## src/rtl/ovg_pkg.sv

```systemverilog
package ovg_pkg;

    localparam int ADDR_W = 16;
    localparam int DATA_W = 8;
    localparam int CHAR_W = 6;

    typedef struct packed {
        logic fetch_hit;   // opcode fetch from upper mirror, not halted
        logic refresh;     // refresh cycle
        logic ack;         // interrupt acknowledge
        logic port_rd_vs;  // port read with addr[0] low
        logic port_wr;     // any port write
    } bus_ev_t;

    typedef struct packed {
        logic              inv;
        logic [CHAR_W-1:0] idx;
    } char_code_t;

    typedef enum logic [1:0] {
        TS_IDLE = 2'd0,
        TS_WAIT = 2'd1,
        TS_SYNC = 2'd2
    } tsync_st_e;

    function automatic logic [ADDR_W-1:0] pattern_addr(
        input logic [ADDR_W-1:0] raddr,
        input logic [CHAR_W-1:0] idx,
        input logic [7:0]        line,
        input int                line_w
    );
        logic [ADDR_W-1:0] hi, mid, lo;
        hi  = {raddr[ADDR_W-1:8], 8'h00};
        mid = ADDR_W'(idx) << line_w;
        lo  = ADDR_W'(line);
        return hi | mid | lo;
    endfunction

endpackage

```

## src/rtl/ovg_bus_decode.sv

```systemverilog
module ovg_bus_decode
    import ovg_pkg::*;
(
    input  logic    m1,
    input  logic    rd,
    input  logic    wr,
    input  logic    iorq,
    input  logic    rfsh,
    input  logic    halt,
    input  logic    a15,
    input  logic    a0,
    output bus_ev_t ev
);
    always_comb begin
        ev.fetch_hit  = m1 & rd & ~iorq & ~halt & a15;
        ev.refresh    = rfsh;
        ev.ack        = m1 & iorq;
        ev.port_rd_vs = iorq & rd & ~m1 & ~a0;
        ev.port_wr    = iorq & wr & ~m1;
    end
endmodule

```

## src/rtl/ovg_char_fetch.sv

```systemverilog
module ovg_char_fetch
    import ovg_pkg::*;
#(
    parameter int LINE_W = 3
) (
    input  logic              clk,
    input  logic              rst,
    input  logic              fetch_hit,
    input  logic              refresh,
    input  logic [ADDR_W-1:0] addr,
    input  logic [DATA_W-1:0] mem_data,
    input  logic [LINE_W-1:0] line,
    input  logic              pat_take,
    output logic [DATA_W-1:0] cpu_din,
    output logic              rom_req,
    output logic [ADDR_W-1:0] rom_addr,
    output logic [DATA_W-1:0] pat_q,
    output logic              pat_new
);
    localparam int INV_BIT  = DATA_W - 1;
    localparam int SKIP_BIT = DATA_W - 2;

    char_code_t code_q;
    logic       pend_q;
    logic       capture;

    assign capture = fetch_hit & ~mem_data[SKIP_BIT];
    assign rom_req = refresh & pend_q;

    always_comb begin
        cpu_din  = capture ? '0 : mem_data;
        rom_addr = rom_req ? pattern_addr(addr, code_q.idx, 8'(line), LINE_W) : addr;
    end

    always_ff @(posedge clk) begin
        if (rst) begin
            pend_q  <= 1'b0;
            code_q  <= '0;
            pat_q   <= '0;
            pat_new <= 1'b0;
        end else begin
            if (capture) begin
                pend_q      <= 1'b1;
                code_q.inv  <= mem_data[INV_BIT];
                code_q.idx  <= mem_data[CHAR_W-1:0];
            end else if (rom_req) begin
                pend_q <= 1'b0;
            end
            if (rom_req) begin
                pat_q   <= mem_data ^ {DATA_W{code_q.inv}};
                pat_new <= 1'b1;
            end else if (pat_take) begin
                pat_new <= 1'b0;
            end
        end
    end

    // a pattern fetch consumes the capture
    p_pend_drop_r3: assert property (@(posedge clk) disable iff (rst)
        (rom_req && !fetch_hit) |=> !rom_req);

    // a pattern fetch always leaves a fresh byte for the shifter
    p_pat_fresh_r4: assert property (@(posedge clk) disable iff (rst)
        rom_req |=> pat_new);
endmodule

```

## src/rtl/ovg_pixel_shift.sv

```systemverilog
module ovg_pixel_shift
    import ovg_pkg::*;
(
    input  logic              clk,
    input  logic              rst,
    input  logic              pix_ce,
    input  logic [DATA_W-1:0] pat_byte,
    input  logic              pat_new,
    output logic              pat_take,
    output logic              pixel
);
    localparam int CW = $clog2(DATA_W + 1);

    logic [DATA_W-1:0] sh_q;
    logic [CW-1:0]     left_q;

    assign pat_take = pix_ce & (left_q == '0) & pat_new;
    assign pixel    = (left_q != '0) & sh_q[DATA_W-1];

    always_ff @(posedge clk) begin
        if (rst) begin
            sh_q   <= '0;
            left_q <= '0;
        end else if (pix_ce) begin
            if (left_q != '0) begin
                sh_q   <= {sh_q[DATA_W-2:0], 1'b0};
                left_q <= left_q - 1'b1;
            end else if (pat_new) begin
                sh_q   <= pat_byte;
                left_q <= CW'(DATA_W);
            end
        end
    end

    // without a pixel enable the output does not move
    p_pix_hold_r4: assert property (@(posedge clk) disable iff (rst)
        !pix_ce |=> $stable(pixel));
endmodule

```

## src/rtl/ovg_sync_timer.sv

```systemverilog
module ovg_sync_timer
    import ovg_pkg::*;
#(
    parameter int DLY = 13,
    parameter int WID = 20
) (
    input  logic clk,
    input  logic rst,
    input  logic ack,
    output logic tsync
);
    localparam int MAXC = (DLY > WID) ? DLY : WID;
    localparam int CW   = $clog2(MAXC + 1);

    tsync_st_e     st_q;
    logic [CW-1:0] cnt_q;

    always_ff @(posedge clk) begin
        if (rst) begin
            st_q  <= TS_IDLE;
            cnt_q <= '0;
        end else if (ack) begin
            st_q  <= TS_WAIT;
            cnt_q <= CW'(DLY - 1);
        end else begin
            case (st_q)
                TS_WAIT: begin
                    if (cnt_q == '0) begin
                        st_q  <= TS_SYNC;
                        cnt_q <= CW'(WID - 1);
                    end else begin
                        cnt_q <= cnt_q - 1'b1;
                    end
                end
                TS_SYNC: begin
                    if (cnt_q == '0) st_q <= TS_IDLE;
                    else             cnt_q <= cnt_q - 1'b1;
                end
                default: st_q <= TS_IDLE;
            endcase
        end
    end

    assign tsync = (st_q == TS_SYNC);

    // an acknowledge always restarts the delay, so sync is low next cycle
    p_ack_restart_r8: assert property (@(posedge clk) disable iff (rst)
        ack |=> !tsync);

    // sync only begins at the end of a delay window
    p_sync_start_r7: assert property (@(posedge clk) disable iff (rst)
        $rose(tsync) |-> ($past(st_q) == TS_WAIT));
endmodule

```

## src/rtl/opcode_video_gen.sv

```systemverilog
module opcode_video_gen
    import ovg_pkg::*;
#(
    parameter int LINE_W   = 3,
    parameter int SYNC_DLY = 13,
    parameter int SYNC_WID = 20
) (
    input  logic        clk,
    input  logic        rst,
    input  logic        m1,
    input  logic        rd,
    input  logic        wr,
    input  logic        iorq,
    input  logic        rfsh,
    input  logic        halt,
    input  logic [15:0] addr,
    input  logic [7:0]  mem_data,
    input  logic        pix_ce,
    output logic [7:0]  cpu_din,
    output logic        rom_req,
    output logic [15:0] rom_addr,
    output logic        pixel,
    output logic        int_req,
    output logic        sync
);
    bus_ev_t           ev;
    logic [LINE_W-1:0] line_q;
    logic              vsync_q;
    logic              tsync;
    logic [DATA_W-1:0] pat_q;
    logic              pat_new;
    logic              pat_take;

    ovg_bus_decode u_dec (
        .m1   (m1),
        .rd   (rd),
        .wr   (wr),
        .iorq (iorq),
        .rfsh (rfsh),
        .halt (halt),
        .a15  (addr[15]),
        .a0   (addr[0]),
        .ev   (ev)
    );

    ovg_char_fetch #(.LINE_W(LINE_W)) u_fetch (
        .clk       (clk),
        .rst       (rst),
        .fetch_hit (ev.fetch_hit),
        .refresh   (ev.refresh),
        .addr      (addr),
        .mem_data  (mem_data),
        .line      (line_q),
        .pat_take  (pat_take),
        .cpu_din   (cpu_din),
        .rom_req   (rom_req),
        .rom_addr  (rom_addr),
        .pat_q     (pat_q),
        .pat_new   (pat_new)
    );

    ovg_pixel_shift u_shift (
        .clk      (clk),
        .rst      (rst),
        .pix_ce   (pix_ce),
        .pat_byte (pat_q),
        .pat_new  (pat_new),
        .pat_take (pat_take),
        .pixel    (pixel)
    );

    ovg_sync_timer #(.DLY(SYNC_DLY), .WID(SYNC_WID)) u_tsync (
        .clk   (clk),
        .rst   (rst),
        .ack   (ev.ack),
        .tsync (tsync)
    );

    always_ff @(posedge clk) begin
        if (rst) begin
            line_q  <= '0;
            vsync_q <= 1'b0;
        end else begin
            if (ev.ack)          line_q <= line_q + 1'b1;
            else if (ev.port_wr) line_q <= '0;
            if (ev.port_wr)         vsync_q <= 1'b0;
            else if (ev.port_rd_vs) vsync_q <= 1'b1;
        end
    end

    assign int_req = addr[6] ? 1'b0 : ev.refresh;
    assign sync    = vsync_q | tsync;

    // line counter steps by one on acknowledge
    p_line_step_r6: assert property (@(posedge clk) disable iff (rst)
        ev.ack |=> (line_q == LINE_W'($past(line_q) + 1'b1)));

    // port write clears the line counter
    p_line_clear_r9: assert property (@(posedge clk) disable iff (rst)
        (ev.port_wr && !ev.ack) |=> (line_q == '0));

    // qualifying port read raises vertical sync
    p_vsync_on_r10: assert property (@(posedge clk) disable iff (rst)
        (ev.port_rd_vs && !ev.port_wr) |=> vsync_q);

    // combined sync is high whenever the vertical sync is held
    p_sync_or_r11: assert property (@(posedge clk) disable iff (rst)
        vsync_q |-> sync);
endmodule

```

## config.mk

```make
export PLATFORM = sky130hd
export DESIGN_NAME = opcode_video_gen
export DESIGN_NICKNAME = d
export VERILOG_FILES = /design/src/rtl/ovg_pkg.sv /design/src/rtl/ovg_bus_decode.sv /design/src/rtl/ovg_char_fetch.sv /design/src/rtl/ovg_pixel_shift.sv /design/src/rtl/ovg_sync_timer.sv /design/src/rtl/opcode_video_gen.sv
export SDC_FILE = /design/constraint.sdc
export NUM_CORES = 1
export LEC_CHECK = 0
export ABC_AREA = 1
export BUFFER_PORTS_ARGS = -buffer_cell sky130_fd_sc_hd__buf_4
export CAP_MARGIN = 10
export CORE_MARGIN = 8
export CORE_UTILIZATION = 40
export CTS_CLUSTER_SIZE = 16
export DETAILED_ROUTE_END_ITERATION = 10
export GPL_TIMING_DRIVEN = 0
export PLACE_DENSITY = 0.66
export SLEW_MARGIN = 30
export SYNTH_ARGS = -nofsm -noshare
export SYNTH_HDL_FRONTEND = slang
export SYNTH_HIERARCHICAL = 1
export SYNTH_SLANG_ARGS = --single-unit
```

## constraint.sdc

```tcl
create_clock -name clk -period 1.1 [get_ports clk]
set_input_delay 0.22 -clock clk [delete_from_list [all_inputs] [get_ports clk]]
set_output_delay 0.22 -clock clk [all_outputs]
set_load 0.02 [all_outputs]
```

======== Yosys cells after proc, flatten, opt, wreduce, memory -nomap -nowiden ========
Index checks and enable logic that the tools add are counted.
word-level totals
  input bits .............................. 33
  word-level logic and storage cells ...... 85
  register bits ........................... 40
cells by class
  eq/ne operators ......................... 8
  multiplexer cells ....................... 21
  reduce and logical (&&, ||, !) cells .... 16
  add/subtract/negate cells ............... 3
  bitwise gates (word level) .............. 24
operator list
  kind                                                   count
  2-to-1 mux 8 bit                                       3
  2-to-1 mux 16 bit                                      1
  bitwise OR 16 x 3 -> 16 bit                            1
  bitwise OR 16 x 9 -> 16 bit                            1
  bitwise AND 1 bit                                      15
  2-to-1 mux 4 bit                                       3
  2-to-1 mux 5 bit                                       2
  one-hot mux 5 bit (2 select lines)                     1
  AND reduction 2 bit                                    5
  nonzero test 2 bit                                     5
  XOR 8 bit                                              1
  2-to-1 mux 1 bit                                       6
  2-to-1 mux 3 bit                                       2
  inequality test 3 x 1 -> 1 bit, second input constant  2
  zero test 5 bit                                        1
  inverter 1 bit                                         5
  subtractor 5 x 1 -> 5 bit, second input constant       1
  zero test 4 bit                                        1
  2-to-1 mux 2 bit                                       2
  inequality test 2 x 1 -> 1 bit, second input constant  2
  one-hot mux 2 bit (2 select lines)                     1
  nonzero test 4 bit                                     1
  OR reduction 2 bit                                     2
  subtractor 4 x 1 -> 4 bit, second input constant       1
  other kinds (7)                                        7

======== Longest topological paths before layout ========
  depth in word-level cells ............... 6
  gate-level depth with buffers ........... 9
  gate-level depth less buffers ........... 9

======== Hierarchy ========
Netlist, hierarchy kept.
by module, submodules not included
  module            instances  sequential area each (µm²)  cells each  area an instance (µm²)
  ovg_char_fetch    1          340.3                       167         989.7
  ovg_pixel_shift   1          240.2                       99          624.3
  ovg_sync_timer    1          140.1                       61          399.1
  opcode_video_gen  1          80.1                        24          182.7
  ovg_bus_decode    1          0.0                         12          56.3

======== Least setup slack after synthesis ========
OpenSTA, ideal clock, no wires.
  kind .................................... input-to-output
  from .................................... input halt
  to ...................................... output cpu_din[0]
  slack ................................... -80 ps
  arrival ................................. 960 ps
  required time ........................... 880 ps
  stages .................................. 8
  cell sequence ........................... inv_1 > nand3_1 > nor2_1 > buf_6 > inv_2 > nor2_4 > buf_6 > nor2_1
RTL lines
  item                RTL line                text
  start: declaration  opcode_video_gen.sv:15  input logic halt,
  end: declaration    opcode_video_gen.sv:19  output logic [7:0] cpu_din,

======== Final worst setup path ========
  from .................................... register u_fetch.pend_q
  to ...................................... output rom_addr[8]
between the ends
  longest elaborated chain between the ends .. 2
RTL lines
  item                      RTL line                text
  start: declaration        ovg_char_fetch.sv:24    logic pend_q;
  start signal: assignment  ovg_char_fetch.sv:37    pend_q <= 1'b0;
  start signal: assignment  ovg_char_fetch.sv:43    pend_q <= 1'b1;
  start signal: assignment  ovg_char_fetch.sv:47    pend_q <= 1'b0;
  bitwise AND 1 bit         ovg_char_fetch.sv:28    assign rom_req = refresh & pend_q;
  2-to-1 mux 16 bit         ovg_char_fetch.sv:32    rom_addr = rom_req ? pattern_addr(addr, code_q.idx, 8'(line), LINE_W) : addr;
  end: declaration          opcode_video_gen.sv:21  output logic [15:0] rom_addr,
No other way between the ends.

==> reports/results.ini <==
[power]
ir_drop_mv=0.518
cellPowerDensity_nw_per_um2=919
power.leakage_nw=1.80

[global_route]
antenna_found_initial=0
grt_pass1_wl_microns=10800
grt_pass1_vias=2486
grt_max_degree=15
track_usage=0.153
overflow=0

[yosys]
synth_area_sq_um=2250
syn_inst=363
yosys_warnings=6
synth_nets=398
yosysMostFrequentCell=nand2_1
synth_area_per_cell_sq_um=6.20
yosys-top-cells-count=nand2_1, nor2_1, inv_1
synth_top_cell_by_area=dfxtp_1
yosysTopAreaCellShare=0.356
ys_ff_latch=40
synthArstFlopShare=0
yosys-top-cells-area=dfxtp_1, nand2_1, nor2_1
synth_flop_cell=dfxtp_1
synth.distinct_cells=26
ys_seq_area_frac=0.356
synth-edff-count=0

[sta]
tns_ns=-5.87
hold_violations=0
worst_pin_slew_ns=0.310
max_freq_mhz=708
setup_violations=34
fin_crit_ns=1.41
rsz0062_at_grt=true
maxSlewHeadroom=0.793
finalCritPeriodShare=1.28
fin_worst_skew_ns=0.00286
layout_setup_ws_ns=-0.313
drv_slew=0
hold_slack_ns=0.193

[floorplan]
coreArea_sq_um=5470
io_pins=61
die_x_microns=91.0
die_y_microns=91.0
initial_core_util=0.412
row_count=27
dieArea_sq_um=8290

[cts]
htree_levels=2
cts_inserted_buffers=5
cts_tree=yes
postCtsHoldBufs=0
clockBufferDepth=2
clkTransAtPathRegs_ns=0.08
clkLatencyLatePin_ns=0.29
root_buffer=clkbuf_8
cts_sinks=40

[worst_hold_path]
min_from=mem_data[4]
holdPathStages=4
min_to=u_fetch/pat_q[4]$_SDFFE_PP0P_
hold_class=in -> reg

[routing]
firstDrtPassIters=4
ant_nets=0
wire_per_inst_microns=12.2
drt_iter0_markers=122
drt-total-wl_microns=6450
drc=0
via_per_inst=4.64
vias=2445

[placement]
numPortBuffers=53
dp_hpwl_microns=4250
place_congestion=0.854

[status]
outcome=finished, violations left
violations=setup timing

[worst_setup_path]
r2r_start=u_shift/left_q[0]$_SDFFE_PP0P_
r2r_end=u_shift/sh_q[0]$_SDFFE_PP0P_
crit_path_end_kind=output port
rr_worst_depth=8
cp.required_ns=0.88
reg2reg_slack_ns=-0.16
arrival_ns=1.19
cp_max_fo=3
startpoint_type=register
path_class=reg -> out

[cells_and_area]
drive_above_1_share=0.466
syn2layout_area_growth_pct=60.9
layout.nets=489
antenna_cells=0

[run]
max_cap_viol_count=0

-- flip-flops by register name, summed over array words and instances (netlist names) --
register / cells
u_tsync/st_q: 2
vsync_q: 1
u_fetch/pat_q: 8
u_tsync/cnt_q: 5
u_fetch/pat_new: 1
u_fetch/code_q: 7
u_shift/sh_q: 8
u_fetch/pend_q: 1
u_shift/left_q: 4
line_q: 3
-- cells in the final DEF (no fill, tap or decap), types with 4 or more instances in the layout --
cell type | netlist | routed
buf_4 | 9 | 60
nand2_2 | 5 | 27
nor2_4 | 1 | 14
dfxtp_2 | 0 | 4
nor2_1 | 52 | 35
inv_1 | 45 | 38
inv_2 | 4 | 5
inv_4 | 0 | 4
dfxtp_1 | 40 | 33
nand2_1 | 140 | 107
nor2_2 | 4 | 8
o21ai_2 | 0 | 6
a21oi_1 | 17 | 8
a21oi_2 | 4 | 13
clkbuf_8 | 0 | 6
buf_6 | 4 | 32
nand2_4 | 0 | 12
nand3_1 | 12 | 11
-- per-layer routing --
| layer | global-route usage | vias to the layer above | wire, microns |
|---|---|---|---|
| li1 | - | 1274 | - |
| met1 | 0.168 | 1103 | 2810 |
| met2 | 0.268 | 57 | 3230 |
| met3 | 0.0461 | 11 | 319 |
| met4 | 0.0668 | 0 | 89 |
| met5 | 0 | - | 0 |
-- logic make-up after synthesis --
family,count (synthesis),synth area share
compound gates,35,0.0917
fa+ha+maj,2,0.0111
buf+inv,66,0.140
flops,40,0.356
simple gates,220,0.402
-- critical path: stages, from the launching register on --
cell and delay, ns:
dfxtp_2 0.34, nand2_4 0.08, inv_4 0.06, buf_6 0.11, a21o_1 0.18, buf_6 0.13
-- layout make-up --
type                       instances  area [sq um]
multi-input combinational        258          1480
tap                               72          90.1
clock buffer                       6          82.6
buffer                            16           153
sequential                        40           817
timing repair buffer              84           777
clock inverter                     2          10.0
fill                             471          1850
inverter                          49           210
-- how the worst max path moves through the flow --
stage | startpoint | endpoint | slack (ns)
6_report | u_fetch/pend_q$_SDFFE_PP0P_ | rom_addr[8] | -0.31
4_1_cts | u_fetch/pend_q$_SDFFE_PP0P_ | rom_addr[2] | -0.30
5_1_grt | u_fetch/pend_q$_SDFFE_PP0P_ | rom_addr[8] | -0.35
2_1_floorplan | iorq | cpu_din[0] | -0.05
3_5_place_dp | iorq | cpu_din[1] | -0.44
3_3_place_gp | iorq | cpu_din[1] | -0.44
-- through the flow --
stage          utilization  power [W]  cells  area, sq um  setup WS (ns)
4_1_cts              0.602    0.00327    517         3290         -0.295
3_5_place_dp         0.520    0.00216    488         2850         -0.438
5_1_grt              0.662    0.00350    527         3620         -0.351
3_3_place_gp         0.520    0.00215    488         2850         -0.440
2_1_floorplan            -    0.00192    363         2360        -0.0548
6_report             0.662    0.00333    527         3620         -0.313
-- power breakdown --
part	internal (W)	switching, W	leakage (nW)
clock	0.000501	0.000530	0.0510
combinational	0.000379	0.000412	1.42
sequential	0.00147	0.0000320	0.328
total	0.00236	0.000974	1.80
-- timing repair --
action	4_1_cts	5_1_grt
pin swaps	15	37
gates resized for setup	68	74
cloned	3	1
setup buffers	19	12
setup endpoints to repair	37	46
(Power assumes the default switching activity.)
